$ cat src/rtl/dmareq_pkg.sv
package dmareq_pkg;

  typedef enum logic [1:0] {
    BURST_1  = 2'b00,
    BURST_4  = 2'b01,
    BURST_8  = 2'b10,
    BURST_16 = 2'b11
  } burstSel_e;

  // strobes from control to datapath
  typedef struct packed {
    logic step;   // one acknowledged byte while enabled
    logic term;   // that byte also carried end-of-transfer
    logic clear;  // hold the burst counter at zero
  } dpStrobe_t;

  function automatic logic [4:0] burstLen(burstSel_e s);
    case (s)
      BURST_1:  return 5'd1;
      BURST_4:  return 5'd4;
      BURST_8:  return 5'd8;
      default:  return 5'd16;
    endcase
  endfunction

endpackage

$ cat src/rtl/dmareq_datapath.sv
module dmareq_datapath
  import dmareq_pkg::*;
#(
  parameter int PKT_BYTES = 64,
  parameter int HDR_BYTES = 2,
  parameter int OFF_W     = $clog2(PKT_BYTES + HDR_BYTES)
) (
  input  logic             clk,
  input  logic             rstN,
  input  dpStrobe_t        strb,
  input  burstSel_e        burst,
  input  logic             dirWrite,
  input  logic             pktLast,
  output logic             burstEnd,
  output logic             bufEnd,
  output logic             bufSel,
  output logic [OFF_W-1:0] memOffset,
  output logic             pktSend
);

  localparam logic [OFF_W-1:0] OFF_FIRST = OFF_W'(HDR_BYTES);
  localparam logic [OFF_W-1:0] OFF_LAST  = OFF_W'(HDR_BYTES + PKT_BYTES - 1);

  logic [3:0] beatCnt;
  logic [4:0] lenNow;

  assign lenNow   = burstLen(burst);
  assign burstEnd = ({1'b0, beatCnt} == lenNow - 5'd1);
  assign bufEnd   = (memOffset == OFF_LAST) || (!dirWrite && pktLast);

  always_ff @(posedge clk or negedge rstN) begin
    if (!rstN) begin
      beatCnt <= '0;
    end else if (strb.clear) begin
      beatCnt <= '0;
    end else if (strb.step) begin
      if (burstEnd || bufEnd || strb.term) beatCnt <= '0;
      else                                 beatCnt <= beatCnt + 4'd1;
    end
  end

  always_ff @(posedge clk or negedge rstN) begin
    if (!rstN) begin
      bufSel    <= 1'b0;
      memOffset <= OFF_FIRST;
      pktSend   <= 1'b0;
    end else begin
      pktSend <= strb.step && dirWrite && (bufEnd || strb.term);
      if (strb.step) begin
        if (bufEnd || strb.term) begin
          bufSel    <= ~bufSel;
          memOffset <= OFF_FIRST;
        end else begin
          memOffset <= memOffset + 1'b1;
        end
      end
    end
  end

  p_cnt_bound_r1: assert property (@(posedge clk) disable iff (!rstN)
    {1'b0, beatCnt} < lenNow);

  p_off_range_r4: assert property (@(posedge clk) disable iff (!rstN)
    (memOffset >= OFF_FIRST) && (memOffset <= OFF_LAST));

  p_buf_swap_r5: assert property (@(posedge clk) disable iff (!rstN)
    (strb.step && bufEnd) |=> (bufSel != $past(bufSel)) && (memOffset == OFF_FIRST));

  p_send_write_only_r6: assert property (@(posedge clk) disable iff (!rstN)
    (strb.step && !dirWrite) |=> !pktSend);

endmodule

$ cat src/rtl/dmareq_ctrl.sv
module dmareq_ctrl
  import dmareq_pkg::*;
(
  input  logic       clk,
  input  logic       rstN,
  input  logic       cfgWr,
  input  logic       cfgEnable,
  input  logic       cfgDirWrite,
  input  logic [1:0] cfgBurst,
  input  logic       cfgAutoReload,
  input  logic       bufFull,
  input  logic       dmaAckN,
  input  logic       eotN,
  input  logic       rdN,
  input  logic       wrN,
  input  logic       burstEnd,
  input  logic       bufEnd,
  output dpStrobe_t  strb,
  output burstSel_e  burst,
  output logic       dirWrite,
  output logic       dmaReq,
  output logic       doneIrq,
  output logic       dmaOn
);

  logic autoReload;
  logic reqGap;
  logic bufReady;
  logic byteXfer;

  assign byteXfer   = !dmaAckN && (!rdN || !wrN);
  assign strb.step  = byteXfer && dmaOn && !cfgWr;
  assign strb.term  = strb.step && !eotN;
  assign strb.clear = !dmaOn || cfgWr;

  assign bufReady = dirWrite ? !bufFull : bufFull;
  assign dmaReq   = dmaOn && !reqGap && bufReady;

  always_ff @(posedge clk or negedge rstN) begin
    if (!rstN) begin
      dmaOn      <= 1'b0;
      dirWrite   <= 1'b0;
      burst      <= BURST_1;
      autoReload <= 1'b0;
      reqGap     <= 1'b0;
      doneIrq    <= 1'b0;
    end else begin
      doneIrq <= 1'b0;
      if (cfgWr) begin
        dmaOn      <= cfgEnable;
        dirWrite   <= cfgDirWrite;
        burst      <= burstSel_e'(cfgBurst);
        autoReload <= cfgAutoReload;
        reqGap     <= 1'b0;
      end else if (strb.term) begin
        dmaOn   <= autoReload;
        doneIrq <= 1'b1;
        reqGap  <= 1'b1;
      end else begin
        reqGap <= strb.step && (burstEnd || bufEnd);
      end
    end
  end

  p_gap_after_burst_r1: assert property (@(posedge clk) disable iff (!rstN)
    (strb.step && burstEnd) |=> !dmaReq);

  p_eot_done_r7: assert property (@(posedge clk) disable iff (!rstN)
    (dmaOn && !cfgWr && !dmaAckN && !eotN && (!rdN || !wrN)) |=> doneIrq);

  p_eot_clears_r7: assert property (@(posedge clk) disable iff (!rstN)
    (dmaOn && !cfgWr && !autoReload && !dmaAckN && !eotN && (!rdN || !wrN)) |=> !dmaOn);

  p_autoreload_r8: assert property (@(posedge clk) disable iff (!rstN)
    (dmaOn && !cfgWr && autoReload && !dmaAckN && !eotN && (!rdN || !wrN)) |=> dmaOn);

  p_sw_stop_r9: assert property (@(posedge clk) disable iff (!rstN)
    (cfgWr && !cfgEnable) |=> (!dmaReq && !doneIrq));

  p_irq_single_r7: assert property (@(posedge clk) disable iff (!rstN)
    doneIrq |=> !doneIrq);

endmodule

$ cat src/rtl/dmareq_top.sv
module dmareq_top
  import dmareq_pkg::*;
#(
  parameter int PKT_BYTES = 64,
  parameter int HDR_BYTES = 2,
  localparam int OFF_W    = $clog2(PKT_BYTES + HDR_BYTES)
) (
  input  logic             clk,
  input  logic             rstN,
  input  logic             cfgWr,
  input  logic             cfgEnable,
  input  logic             cfgDirWrite,
  input  logic [1:0]       cfgBurst,
  input  logic             cfgAutoReload,
  input  logic             bufFull,
  input  logic             pktLast,
  input  logic             dmaAckN,
  input  logic             eotN,
  input  logic             rdN,
  input  logic             wrN,
  output logic             dmaReq,
  output logic             doneIrq,
  output logic             dmaOn,
  output logic             mainEpSel,
  output logic             bufSel,
  output logic [OFF_W-1:0] memOffset,
  output logic             pktSend
);

  dpStrobe_t strb;
  burstSel_e burst;
  logic      dirWrite;
  logic      burstEnd;
  logic      bufEnd;

  assign mainEpSel = !dmaAckN;

  dmareq_ctrl u_ctrl (
    .clk(clk), .rstN(rstN),
    .cfgWr(cfgWr), .cfgEnable(cfgEnable), .cfgDirWrite(cfgDirWrite),
    .cfgBurst(cfgBurst), .cfgAutoReload(cfgAutoReload),
    .bufFull(bufFull), .dmaAckN(dmaAckN), .eotN(eotN), .rdN(rdN), .wrN(wrN),
    .burstEnd(burstEnd), .bufEnd(bufEnd),
    .strb(strb), .burst(burst), .dirWrite(dirWrite),
    .dmaReq(dmaReq), .doneIrq(doneIrq), .dmaOn(dmaOn)
  );

  dmareq_datapath #(
    .PKT_BYTES(PKT_BYTES), .HDR_BYTES(HDR_BYTES), .OFF_W(OFF_W)
  ) u_dp (
    .clk(clk), .rstN(rstN), .strb(strb), .burst(burst), .dirWrite(dirWrite),
    .pktLast(pktLast), .burstEnd(burstEnd), .bufEnd(bufEnd),
    .bufSel(bufSel), .memOffset(memOffset), .pktSend(pktSend)
  );

endmodule

$ cat config.mk
export PLATFORM = sky130hd
export DESIGN_NAME = dmareq_top
export DESIGN_NICKNAME = d
export VERILOG_FILES = /design/src/rtl/dmareq_pkg.sv /design/src/rtl/dmareq_datapath.sv /design/src/rtl/dmareq_ctrl.sv /design/src/rtl/dmareq_top.sv
export SDC_FILE = /design/constraint.sdc
export NUM_CORES = 1
export LEC_CHECK = 0
export ABC_AREA = 1
export BUFFER_PORTS_ARGS = -buffer_cell sky130_fd_sc_hd__buf_4
export CORE_ASPECT_RATIO = 1.2
export CORE_MARGIN = 8
export CORE_UTILIZATION = 45
export CTS_CLUSTER_DIAMETER = 150
export DETAILED_ROUTE_END_ITERATION = 8
export GPL_ROUTABILITY_DRIVEN = 0
export HOLD_SLACK_MARGIN = 0.08
export PLACE_DENSITY = 0.8
export SYNTH_ARGS = -nofsm -noshare
export SYNTH_HDL_FRONTEND = slang
export SYNTH_SLANG_ARGS = --single-unit
export TNS_END_PERCENT = 20
$ cat constraint.sdc
create_clock -name clk -period 3.3 [get_ports clk]
set_clock_uncertainty 0.1 [all_clocks]
set_input_delay 0.495 -clock clk [delete_from_list [all_inputs] [get_ports clk]]
set_output_delay 0.495 -clock clk [all_outputs]
set_load 0.02 [all_outputs]
==> Flow_metrics.wiki, run 1 <==
{| class="wikitable"
! Metric !! Value
|-
| Area share of the leading cell type in the synthesized netlist || 0.4284
|-
| Number of violations reported at the end of detailed-routing iteration 0 || 44
|-
| Clock tree from TritonCTS || built
|-
| Fin cells || 213
|-
| Final critical delay including setup and external delays || 1.807 ns
|-
| Synthesized area per cell || 7.301 µm²
|-
| Total routing resource utilization after global routing || 0.1278
|-
| Standby leakage power || 0.7713 nW
|-
| Most frequent cells after synthesis || 54 x sky130_fd_sc_hd__nand2_1, 21 x sky130_fd_sc_hd__nor2_1, 19 x sky130_fd_sc_hd__dfrtp_1
|-
| Number of instances in the synthesized netlist || 152
|-
| Total number of clock tree sinks || 20
|-
| Type of element launching the critical path || register
|-
| Nets in the synthesized netlist || 169
|-
| Post-synthesis cell area || 0.001110 mm²
|-
| Most frequently used flop master after synthesis || sky130_fd_sc_hd__dfrtp_1
|-
| DIE AREA || 0.004318 mm²
|-
| Max cap viols || 0
|-
| FF+latch count, synth || 20
|-
| Inserted Diodes || 0
|-
| Total congestion overflow || 0
|-
| Count of instances resized after the clock tree is built || 0
|-
| Die height || 70.40 µm
|-
| Number of instances in the placed design || 208
|-
| Data required, critical path || 3.35 ns
|-
| Area of the core || 0.002306 mm²
|-
| Deepest clock path buffer count || 2
|-
| Finish-stage setup viols || 0
|-
| Setup repair after global routing missed its margin || false
|-
| Path class of the lowest-slack min-delay path || input port to register
|-
| Top cells by area in the synthesized netlist || sky130_fd_sc_hd__dfrtp_1 43%, sky130_fd_sc_hd__nand2_1 18%, sky130_fd_sc_hd__nor2_1 7.1%
|-
| Total I/O pin count || 27
|-
| Nets || 200
|-
| Num rows || 19
|-
| Crit share post-route || 0.5475
|-
| Clock root buffer || sky130_fd_sc_hd__clkbuf_4
|-
| Max H-tree Level || 1
|-
| Fraction of synthesis flops using an asynchronous set or reset pin || 1.000
|-
| Clock-pin transition on the worst setup and hold timing paths || 0.11 ns
|-
| Starting density of the core || 0.4813
|-
| Number of slew-limit violations in the final report || 0
|-
| Slew at the pin with the worst max-slew slack || 0.3508 ns
|-
| First-pass DRT Iterations || 4
|-
| Post-Route WL || 2553 µm
|-
| Maximum ir drop on the vdd rail || 0.3645 mV
|-
| Max_slew headroom || 0.7653
|-
| Final Hold Fails || 0
|-
| Sequential cell area fraction in the yosys report || 0.4521
|-
| Via density per instance || 5.113
|-
| Antenna viol nets, final || 0
|-
| Number of enable flip-flop cells after synthesis || 0
|-
| Cell with the most instances after synthesis || sky130_fd_sc_hd__nand2_1
|-
| P&R area growth vs syn || 23.34%
|-
| Final TNS setup || 0 ns
|-
| Inserted Clock Buffers || 3
|-
| Most area-hungry cell type in the Yosys netlist || sky130_fd_sc_hd__dfrtp_1
|-
| Clk Latency, worst-skew pair || 0.29 ns
|-
| Total power per unit cell area || 435.9 mW/mm²
|-
| Number of warnings issued by yosys || 0
|-
| Die extent in x || 61.34 µm
|-
| Final core area utilization || 0.5936
|-
| Dpl hpwl || 2010 µm
|-
| Endpoint kind of the worst setup timing path || register
|-
| Initial antenna violation count || 0
|-
| Residual DRC || 0
|-
| Port Buf Inserts || 26
|-
| Outcome || finished clean
|-
| Max frequency || 553.4 MHz
|-
| First-pass GRT wire length || 4471 µm
|-
| Critical path data arrival time || 1.86 ns
|-
| Number of global-route vias before repair || 1068
|-
| Worst Path Class, Setup || register to register
|-
| Maximum fanout along the worst path || 5
|-
| Routed wirelength normalized by instance count || 11.99 µm
|-
| Via count || 1089
|-
| Post-CTS Hold Buffers || 1
|-
| # Post-CTS Setup Buffers || 0
|-
| Fraction of layout cells with a size suffix above 1 || 0.1978
|-
| Cell variety after synth || 22
|-
| Largest net degree at the start of global routing || 21
|}
cell families after synthesis:
group,Yosys count,synth area share
flip-flops,20,0.4521
AND/OR/NAND/NOR,94,0.3551
XOR/XNOR,2,0.01579
buffers and inverters,20,0.07441
adder cells (fa/ha/maj),3,0.03383
AO/OA/AOI/OAI,13,0.06878
flip-flops by register name, summed over array words and instances, names as in the netlist:
name and count:
u_dp.memOffset 7, u_dp.beatCnt 4, u_ctrl.burst 2, u_ctrl.autoReload 1, u_ctrl.dirWrite 1, u_ctrl.dmaOn 1
u_ctrl.doneIrq 1, u_ctrl.reqGap 1, u_dp.bufSel 1, u_dp.pktSend 1
power by group:
| part | total (mW) | switching [mW] | internal (mW) |
|---|---|---|---|
| registers | 0.310 | 0.0351 | 0.275 |
| logic | 0.168 | 0.0975 | 0.0707 |
| clock network | 0.118 | 0.0713 | 0.0470 |
| total | 0.597 | 0.204 | 0.393 |
per-layer routing:
layer  vias to the layer above  share of wire  GRT usage  routed length (µm)
li1                        533              -          -                   -
met4                         0          0.012    0.03807                  30
met1                       505           0.43     0.1510                1100
met5                         -              0          0                   0
met3                         4          0.074    0.02930                 190
met2                        47           0.48     0.2168                1231
worst max-delay path, cell delays in order (launching register included):
cell and delay [ns]:
sky130_fd_sc_hd__dfstp_2 0.58, sky130_fd_sc_hd__inv_1 0.05, sky130_fd_sc_hd__ha_1 0.17, sky130_fd_sc_hd__nand2_1 0.06, sky130_fd_sc_hd__inv_1 0.04, sky130_fd_sc_hd__nand3_1 0.09, sky130_fd_sc_hd__nand2_1 0.09, sky130_fd_sc_hd__o21ai_1 0.30
sky130_fd_sc_hd__o21ai_0 0.19
cell type report:
cell class	instances	area, µm²
Tap cell	31	38.79
Clock buffer	4	26.28
Sequential cell	20	501.7
Fill cell	216	937.1
Multi-Input combinational cell	112	525.5
Inverter	19	71.32
Timing Repair Buffer	27	205.2
path summary, 6_finish.rpt:
check | slack, ns | startpoint | cells after the start | to
setup / recovery | 1.49 | u_dp.memOffset[1] | 8 | u_ctrl.reqGap
hold / removal | 0.28 | eotN | 2 | u_ctrl.doneIrq
setup reg to reg | 1.49 | u_dp.memOffset[1] | 8 | u_ctrl.reqGap
hold reg to reg | 0.39 | u_ctrl.autoReload | 2 | u_ctrl.autoReload
max in group asynchronous | 2.33 | rstN | 2 | u_dp.memOffset[1]
min in group asynchronous | 0.50 | rstN | 2 | u_ctrl.burst[1]
cell usage in the layout (no fill, tap or decap):
cell / n
sky130_fd_sc_hd__nor2_1: 21
sky130_fd_sc_hd__ha_1: 3
sky130_fd_sc_hd__o21bai_1: 1
sky130_fd_sc_hd__a211oi_1: 1
sky130_fd_sc_hd__a21o_2: 1
sky130_fd_sc_hd__buf_4: 26
sky130_fd_sc_hd__dfrtp_1: 19
sky130_fd_sc_hd__nand3_1: 15
sky130_fd_sc_hd__inv_2: 2
sky130_fd_sc_hd__inv_1: 17
sky130_fd_sc_hd__xor2_1: 1
sky130_fd_sc_hd__nand3_2: 1
sky130_fd_sc_hd__nor3_1: 1
sky130_fd_sc_hd__dlygate4sd3_1: 1
sky130_fd_sc_hd__clkbuf_1: 1
sky130_fd_sc_hd__clkbuf_4: 3
sky130_fd_sc_hd__o21ai_0: 4
sky130_fd_sc_hd__o21ai_1: 2
sky130_fd_sc_hd__nand2_1: 54
sky130_fd_sc_hd__nor2_4: 1
sky130_fd_sc_hd__nand2_4: 1
sky130_fd_sc_hd__dfstp_2: 1
sky130_fd_sc_hd__a21oi_1: 3
sky130_fd_sc_hd__a21o_1: 1
sky130_fd_sc_hd__xnor2_1: 1
per-stage QoR:
stage | area [µm²] | setup WS, ns | hold WS (ns) | power (mW)
finish | 1369 | 1.493 | 0.2820 | 0.5966
global route | 1369 | 1.263 | 0.2815 | 0.6339
CTS | 1369 | 1.478 | 0.2803 | 0.5999
detailed placement | 1333 | 1.526 | 0.2910 | 0.4829
global placement | 1333 | 1.548 | 0.2862 | 0.4778
floorplan | 1110 | 1.556 | 0.09941 | 0.4073
Power figures use the tool's default switching activity.
==> inputs of run 2 (changes only) <==
Settings changed: PLACE_DENSITY 0.8 to 0.83.
Clock period 3.3 ns to 1.45 ns, I/O delays scaled along.
==> run 2 against run 1 <==
  * The run now ends with setup timing left
  * Total power grew to 2.7 times the previous value
  * Final cell count is 8.9% higher
  * Sequential power is 130% higher
  * Combinational power grew to 3.5 times the previous value
  * Hold slack worse by 0.20 ns
  * Routed wire length is 20% higher
==> Flow_metrics.wiki, run 2 (same netlist as run 1, synthesis figures left out) <==
{| class="wikitable"
! Metric !! Value
|-
| First-pass GRT wire length || 5133 µm (was 4471 µm)
|-
| Standby leakage power || 0.8685 nW (was 0.7713 nW)
|-
| Max reg flops || 7 (unchanged)
|-
| Via count || 1155 (was 1089)
|-
| Violations in the final reports || setup timing
|-
| Total number of clock tree sinks || 20 (unchanged)
|-
| Dpl hpwl || 2245 µm (was 2010 µm)
|-
| P&R area growth vs syn || 48.14% (was 23.34%)
|-
| Maximum ir drop on the vdd rail || 0.7361 mV (was 0.3645 mV)
|-
| Number of fill cells in the layout || 176 (was 216)
|-
| Max_slew headroom || 0.8096 (was 0.7653)
|-
| Clock network power share || 0.205 (was 0.198)
|-
| Data required, critical path || 1.59 ns (was 3.35 ns)
|-
| Clock-pin transition on the worst setup and hold timing paths || 0.12 ns (was 0.11 ns)
|-
| Crit share post-route || 1.064 (was 0.5475)
|-
| Number of global-route vias before repair || 1204 (was 1068)
|-
| Total power per unit cell area || 992.5 mW/mm² (was 435.9 mW/mm²)
|-
| Finish-stage setup viols || 12 (was 0)
|-
| Starting density of the core || 0.4813 (unchanged)
|-
| Nets || 219 (was 200)
|-
| Total I/O pin count || 27 (unchanged)
|-
| Endpoint kind of the worst setup timing path || register (unchanged)
|-
| Most utilized layer in the global route result || met2 (unchanged)
|-
| Clk Latency, worst-skew pair || 0.31 ns (was 0.29 ns)
|-
| Number of instances in the placed design || 215 (was 208)
|-
| Fin cells || 232 (was 213)
|-
| Worst hold path depth || 3 (was 2)
|-
| Antenna viol nets, final || 0 (unchanged)
|-
| Total routing resource utilization after global routing || 0.1539 (was 0.1278)
|-
| Fin worst setup slack || -0.09260 ns (was 1.493 ns)
|-
| M2 GR Usage || 0.2657 (was 0.2168)
|-
| Post-Route WL || 3072 µm (was 2553 µm)
|-
| First-pass DRT Iterations || 4 (unchanged)
|-
| Final Hold Fails || 0 (unchanged)
|-
| Worst hold slack || 0.08218 ns (was 0.2820 ns)
|-
| Number of violations reported at the end of detailed-routing iteration 0 || 43 (was 44)
|-
| Maximum fanout along the worst path || 5 (unchanged)
|-
| Num rows || 19 (unchanged)
|-
| Routed wirelength normalized by instance count || 13.24 µm (was 11.99 µm)
|-
| Port Buf Inserts || 26 (unchanged)
|-
| Inserted Clock Buffers || 3 (unchanged)
|-
| Number of cells traversed by the worst register-to-register path || 9 (was 8)
|-
| Critical path data arrival time || 1.68 ns (was 1.86 ns)
|-
| Final TNS setup || -0.5147 ns (was 0 ns)
|-
| Combinational cell fraction of total power || 0.364 (was 0.282)
|-
| Largest regs || u_dp.memOffset: 7 flops, u_dp.beatCnt: 4 flops, u_ctrl.burst: 2 flops (unchanged)
|-
| Routing usage on met3 || 0.04945 (was 0.02930)
|-
| Leading cell type in the layout, fill and taps excluded || sky130_fd_sc_hd__nand2_1 (unchanged)
|-
| Commonest non-fill, non-tap cells in the layout || 52 x sky130_fd_sc_hd__nand2_1, 32 x sky130_fd_sc_hd__buf_4, 18 x sky130_fd_sc_hd__dfrtp_1 (was 54 x sky130_fd_sc_hd__nand2_1, 26 x sky130_fd_sc_hd__buf_4, 21 x sky130_fd_sc_hd__nor2_1)
|-
| Initial antenna violation count || 0 (unchanged)
|-
| Path class of the lowest-slack min-delay path || input port to register (unchanged)
|-
| Max H-tree Level || 1 (unchanged)
|-
| Setup repair after global routing missed its margin || true (was false)
|-
| Sequential share of power || 0.431 (was 0.520)
|-
| Type of element launching the critical path || register (unchanged)
|-
| Cell-internal power || 1.061 mW (was 0.3928 mW)
|-
| Largest net degree at the start of global routing || 21 (unchanged)
|-
| Register ranked first by flip-flop count || u_dp.memOffset (unchanged)
|-
| Worst Path Class, Setup || register to register (unchanged)
|-
| Slew at the pin with the worst max-slew slack || 0.2840 ns (was 0.3508 ns)
|-
| Sw power || 0.5705 mW (was 0.2038 mW)
|-
| Via density per instance || 4.978 (was 5.113)
|-
| Area of the core || 0.002306 mm² (unchanged)
|-
| Residual DRC || 0 (unchanged)
|-
| Die extent in x || 61.34 µm (unchanged)
|-
| Sw Share || 0.3496 (was 0.3417)
|-
| Total congestion overflow || 0 (unchanged)
|-
| DIE AREA || 0.004318 mm² (unchanged)
|-
| Die height || 70.40 µm (unchanged)
|-
| Clock root buffer || sky130_fd_sc_hd__clkbuf_4 (unchanged)
|-
| Deepest clock path buffer count || 2 (unchanged)
|-
| Clock tree from TritonCTS || built (unchanged)
|-
| Max cap viols || 0 (unchanged)
|-
| Fraction of layout cells with a size suffix above 1 || 0.3085 (was 0.1978)
|-
| Number of slew-limit violations in the final report || 0 (unchanged)
|-
| Inserted Diodes || 0 (unchanged)
|-
| Final critical delay including setup and external delays || 1.543 ns (was 1.807 ns)
|-
| Max frequency || 648.3 MHz (was 553.4 MHz)
|-
| Met1 track utilization from global routing || 0.1597 (was 0.1510)
|-
| Outcome || complete, but fails checks (was finished clean)
|}
-- run 2: final timing paths --
path | start | endpoint | slack (ns)
max in group asynchronous | rstN | u_dp.memOffset[1] | 0.78
min reg2reg | u_ctrl.autoReload | u_ctrl.autoReload | 0.39
max reg2reg | u_dp.memOffset[1] | u_dp.memOffset[3] | -0.09
min in group asynchronous | rstN | u_ctrl.doneIrq | 0.20
max | u_dp.memOffset[1] | u_dp.memOffset[3] | -0.09
min | cfgWr | u_ctrl.dmaOn | 0.08
-- run 2: cell type report --
cell class | instances | area, µm² | share of cell area
timing repair buffer | 46 | 386.6 | 0.2352
sequential | 20 | 503.0 | 0.3059
tap | 31 | 38.79 | 0.02359
clock buffer | 4 | 36.28 | 0.02207
multi-input combinational | 112 | 608.1 | 0.3699
inverter | 19 | 71.32 | 0.04338
-- run 2: stage by stage --
stage / util / total power, mW / area (µm²) / setup WS [ns]
global route: 0.7130 / 1.707 / 1644 / -0.1382
CTS: 0.7048 / 1.588 / 1625 / -0.05874
global placement: 0.6077 / 1.148 / 1401 / -0.03391
detailed placement: 0.6077 / 1.178 / 1401 / -0.1497
finish: 0.7130 / 1.632 / 1644 / -0.09260
floorplan: - / 0.9363 / 1126 / -0.1039
-- run 2: power by group through the flow --
| stage | registers (mW) | logic, mW | clock network, mW |
|---|---|---|---|
| floorplan | 0.763 | 0.173 | 0 |
| global placement | 0.695 | 0.453 | 0 |
| detailed placement | 0.701 | 0.477 | 0 |
| CTS | 0.697 | 0.561 | 0.330 |
| global route | 0.710 | 0.640 | 0.356 |
| finish | 0.703 | 0.593 | 0.335 |
-- run 2: worst max-delay path, cell delays in order, from the launching register on --
cell,delay [ns]
sky130_fd_sc_hd__dfstp_2,0.56
sky130_fd_sc_hd__inv_2,0.05
sky130_fd_sc_hd__ha_4,0.15
sky130_fd_sc_hd__nand2_2,0.05
sky130_fd_sc_hd__inv_2,0.05
sky130_fd_sc_hd__nand3_4,0.07
sky130_fd_sc_hd__nand2_4,0.07
sky130_fd_sc_hd__o21ai_4,0.20
sky130_fd_sc_hd__inv_2,0.07
sky130_fd_sc_hd__nor2_1,0.11
-- run 2: layer usage --
metal  part of all wire  wire (µm)
met1               0.40       1215
met5                  0          0
met3              0.067        206
met4              0.021         65
met2               0.52       1584
-- run 2: repair_timing --
action	4_1_cts	5_1_grt
gates resized for setup	14	6
hold buffers	11	0
setup endpoints to repair	14	18
pin swaps	3	3
hold endpoints to repair	26	0
setup buffers	2	0
